$ cat src/rtl/acq_sequencer.sv
module acq_sequencer #(
  parameter int CNT_W      = 16,
  parameter int LOC_W      = 5,
  parameter int RECORD_LEN = 2048
) (
  input  logic             clk,
  input  logic             rst,
  input  logic             start_stb,
  input  logic             clear_stb,
  input  logic [CNT_W-1:0] pre_count,
  input  logic [CNT_W-1:0] post_count,
  input  logic             group_clk,
  input  logic             trig_sync,
  input  logic [LOC_W-1:0] trig_loc,
  input  logic             sample_stb,
  output logic             holdoff_done,
  output logic             slow_out,
  output logic             store_en,
  output logic             acq_done
);

  localparam logic [CNT_W-1:0] REC = CNT_W'(RECORD_LEN);
  localparam logic [CNT_W-1:0] LOC_MAX = CNT_W'((1 << LOC_W) - 1);

  typedef enum logic [2:0] {
    S_IDLE, S_PRE, S_ARM, S_POST, S_DISC, S_STORE, S_DONE
  } phase_t;

  phase_t           state;
  logic [CNT_W-1:0] cnt;
  logic [CNT_W-1:0] post_q;

  // entry point of readout: skip the discard window when the offset is zero
  phase_t           rd_state;
  logic [CNT_W-1:0] rd_cnt;
  assign rd_state = (trig_loc == '0) ? S_STORE : S_DISC;
  assign rd_cnt   = (trig_loc == '0) ? REC : CNT_W'(trig_loc);

  always_ff @(posedge clk) begin
    if (rst) begin
      state  <= S_IDLE;
      cnt    <= '0;
      post_q <= '0;
    end else begin
      case (state)
        S_IDLE:
          if (start_stb) begin
            post_q <= post_count;
            cnt    <= pre_count;
            state  <= (pre_count == '0) ? S_ARM : S_PRE;
          end
        S_PRE:
          if (group_clk) begin
            if (cnt == CNT_W'(1)) state <= S_ARM;
            cnt <= cnt - 1'b1;
          end
        S_ARM:
          if (trig_sync) begin
            if (post_q == '0) begin
              state <= rd_state;
              cnt   <= rd_cnt;
            end else begin
              state <= S_POST;
              cnt   <= post_q;
            end
          end
        S_POST:
          if (group_clk) begin
            if (cnt == CNT_W'(1)) begin
              state <= rd_state;
              cnt   <= rd_cnt;
            end else begin
              cnt <= cnt - 1'b1;
            end
          end
        S_DISC:
          if (sample_stb) begin
            if (cnt == CNT_W'(1)) begin
              state <= S_STORE;
              cnt   <= REC;
            end else begin
              cnt <= cnt - 1'b1;
            end
          end
        S_STORE:
          if (sample_stb) begin
            if (cnt == CNT_W'(1)) state <= S_DONE;
            cnt <= cnt - 1'b1;
          end
        S_DONE:
          if (clear_stb) state <= S_IDLE;
        default: state <= S_IDLE;
      endcase
    end
  end

  assign holdoff_done = (state != S_IDLE) && (state != S_PRE);
  assign slow_out     = (state == S_DISC) || (state == S_STORE) || (state == S_DONE);
  assign store_en     = (state == S_STORE);
  assign acq_done     = (state == S_DONE);

  AST_HOLDOFF_CAUSE: assert property (@(posedge clk) disable iff (rst)
    $rose(holdoff_done) |-> ($past(start_stb) || $past(group_clk)));

  AST_EARLY_TRIG: assert property (@(posedge clk) disable iff (rst)
    (state == S_PRE && trig_sync) |=> !slow_out);

  AST_SLOW_CAUSE: assert property (@(posedge clk) disable iff (rst)
    $rose(slow_out) |-> ($past(trig_sync) || $past(group_clk)));

  AST_DISC_WINDOW: assert property (@(posedge clk) disable iff (rst)
    (state == S_DISC) |-> (cnt != '0 && cnt <= LOC_MAX));

  AST_STORE_ENDS_DONE: assert property (@(posedge clk) disable iff (rst)
    $fell(store_en) |-> acq_done);

  AST_DONE_HOLDS: assert property (@(posedge clk) disable iff (rst)
    (acq_done && !clear_stb) |=> acq_done);

endmodule

$ cat config.mk
export PLATFORM = sky130hd
export DESIGN_NAME = acq_sequencer
export DESIGN_NICKNAME = d
export VERILOG_FILES = /design/src/rtl/acq_sequencer.sv
export SDC_FILE = /design/constraint.sdc
export NUM_CORES = 1
export LEC_CHECK = 0
export CORE_UTILIZATION = 30
export CTS_BUF_LIST = sky130_fd_sc_hd__clkbuf_16
export CTS_CLUSTER_SIZE = 16
export DETAILED_ROUTE_END_ITERATION = 6
export PLACE_DENSITY = 0.54
export SLEW_MARGIN = 20
export SYNTH_ARGS = -nofsm -noshare
export SYNTH_HDL_FRONTEND = slang
export SYNTH_SLANG_ARGS = --single-unit
$ cat constraint.sdc
create_clock -name clk -period 3.55 [get_ports clk]
set_input_delay 0.71 -clock clk [delete_from_list [all_inputs] [get_ports clk]]
set_output_delay 0.71 -clock clk [all_outputs]
set_load 0.02 [all_outputs]
==> impl_metrics.ini <==
[clock_tree]
h-tree-depth = 2
postCtsResizedCells = 0
path_clk_slew_ns = 0.06
tritoncts = yes
postCtsSetupBuffers = 0
cts_buffers = 5
cts_num_sinks = 35
cts_root_buf = clkbuf_16
cts_buffer_depth = 2
holdBufCountCts = 0
clock_latency_ns = 0.28

[sta]
max_freq_mhz = 376.6
hold_viol_final = 0
period_share_pct = 74.80
grt_setup_unrepaired = false
timing.final.ws_setup_ns = 0.8947
setup_tns_ns = 0
fin_skew_ns = 0.003752
hold_ws_ns = 0.4809
fin_crit_ns = 2.655
slew_headroom_pct = 34.38
setup_viol = 0
drv_slew = 0
max_slew.worst_pin.slew_ns = 0.9807

[synth]
netlist.area_leader.share_pct = 29.02
synth_compound_area_share_pct = 35.03
synth-seq-cells = 35
synth_adder_area_share_pct = 1.036
syn_nets = 376
synth_top_family_by_area = compound AO/OA/AOI/OAI gates
synth_cell_types = 50
yosysWarnings = 0
synth_xor_area_share_pct = 1.813
syn_inst = 330
ys_top_cells_by_area = dfxtp_1 (29%), nand2_1 (9.6%), a21oi_1 (5.6%)
postSynthAreaPerCell_sq_um = 7.318
synth_top_cell_by_area = dfxtp_1
synth-async-reset-ratio_pct = 0
ys_seq_area_share_pct = 29.02
synth-simple-area-share_pct = 28.03
synth_ff_type = dfxtp_1
synth_area_sq_um = 2415
synth_mux_area_share_pct = 0.4145
synth_edf_count = 0

[routing]
drcViolationCount = 0
drt_iter0_markers = 248
vias = 2766
drt_wl_total_um = 8283
viasPerCell = 5.873
wl_per_cell_um = 17.59
ant_nets = 0
first_pass_iters = 5

[place]
dp_worst_setup_slack_ns = 0.9240
hpwl_um = 6057
globalplace.congestion = 0.8876
place_area_sq_um = 2975
dp_cells = 463
io_buffer_count = 47

[run_status]
outcome = complete, no violations

[cells_and_area]
syn2layout_area_growth_pct = 30.21
fin_util_pct = 40.48
final_cells = 471
final_common_cell = nand2_1
fin_area_sq_um = 3144
mostFrequentLayoutCells = nand2_1 (62), clkdlybuf4s50_1 (47), dfxtp_1 (35), a21oi_1 (27), o21ai_0 (27)
fin_nets = 414
drive_gt1_share_pct = 7.859
antennaDiodeCount = 0

[floorplan]
fp.coreArea_sq_um = 7767
die_area_sq_um = 8413
die_x_um = 91.72
fp-row-count = 32
fp.dieH_um = 91.72
ioPinCount = 48
start_util_pct = 31.09

[flow_run]
drv_cap = 0

[worst_hold_path]
hold_start = post_q[14]
holdCritPathClass = reg -> reg

[power_and_ir_drop]
ir_drop_mv = 0.2845
p_leak_nw = 1.096
p_per_area_nw_per_um2 = 917.0
finalPower_mw = 2.883

[setup_path]
crit_path_start_kind = flip-flop
crit_path_start = state[0]
reg2reg_from = cnt[0]
crit_required_ns = 2.84
slowest_stage = dfxtp_1
path_class = reg -> out
crit_fanout = 19
critical_path.max_stage_delay_ns = 0.70
endpoint_kind = output pin
path_cells = nand2_1 -> nor2_1 -> clkdlybuf4s50_1
arrival_ns = 1.95

[global_routing]
antenna_found_initial = 0
grt_pass1_vias = 2502
grt-ovfl-total = 0
grt_max_degree = 26
grtUsageTotal_pct = 19.85
grt_pass1_wl_um = 13010
[logic make-up after synthesis]
| family | after synthesis |
|---|---|
| compound gates | 117 |
| xor+xnor | 5 |
| fa+ha+maj | 2 |
| buf+inv | 30 |
| flops | 35 |
| mux | 1 |
| simple gates | 140 |
[where the power goes]
group	internal, mW	switching, mW	total, mW
registers	0.526	0.222	0.747
clock network	0.331	0.174	0.505
logic	0.636	0.995	1.63
[routing by layer]
layer | vias to the layer above | track usage (%) | share of wire [%]
met1 | 1282 | 27.42 | 46
met4 | 0 | 7.552 | 2.7
met3 | 19 | 4.809 | 9.2
met2 | 140 | 29.70 | 43
li1 | 1325 | - | -
met5 | - | 0 | 0
[worst paths after layout]
| path | endpoint | slack, ns | cells past startpoint |
|---|---|---|---|
| worst max-delay path | store_en | 0.89 | 3 |
| worst min-delay path | post_q[14] | 0.48 | 2 |
| worst max register to register | cnt[2] | 0.99 | 6 |
| worst min register to register | post_q[14] | 0.48 | 2 |
[synth_stat cells, drive strengths merged, types with 2 or more instances]
cell type	number
a211oi	5
a21o	6
a21oi	27
a221oi	16
a22oi	4
a31o	3
a31oi	2
clkbuf	22
dfxtp	35
ha	2
inv	8
nand2	62
nand2b	3
nand3	5
nand3b	2
nand4	3
nor2	24
nor2b	4
nor3	6
nor4	15
o211ai	4
o21ai	27
o22ai	2
o2bb2ai	2
o31a	6
or2	3
or3	4
or4	6
xnor2	4
[registers in the layout (all words and copies together) (netlist names)]
name and flops:
state 3, cnt 16, post_q 16
[critical path, delay by kind of cell, from the launching register on]
family	cells	cell delay (ns)
DFF	1	0.70
buffers and inverters	1	0.61
and+or+nand+nor	2	0.36
[cell type report]
cell class	count	area, sq um
fillers	807	4623
multi-input cells	265	1602
flip-flops and latches	35	700.7
repair buffers	53	515.5
well taps	102	127.6
clock buffers	5	125.1
clock inverters	3	43.79
inverters	8	30.03
Note: power is estimated with default switching activity, not from simulation.
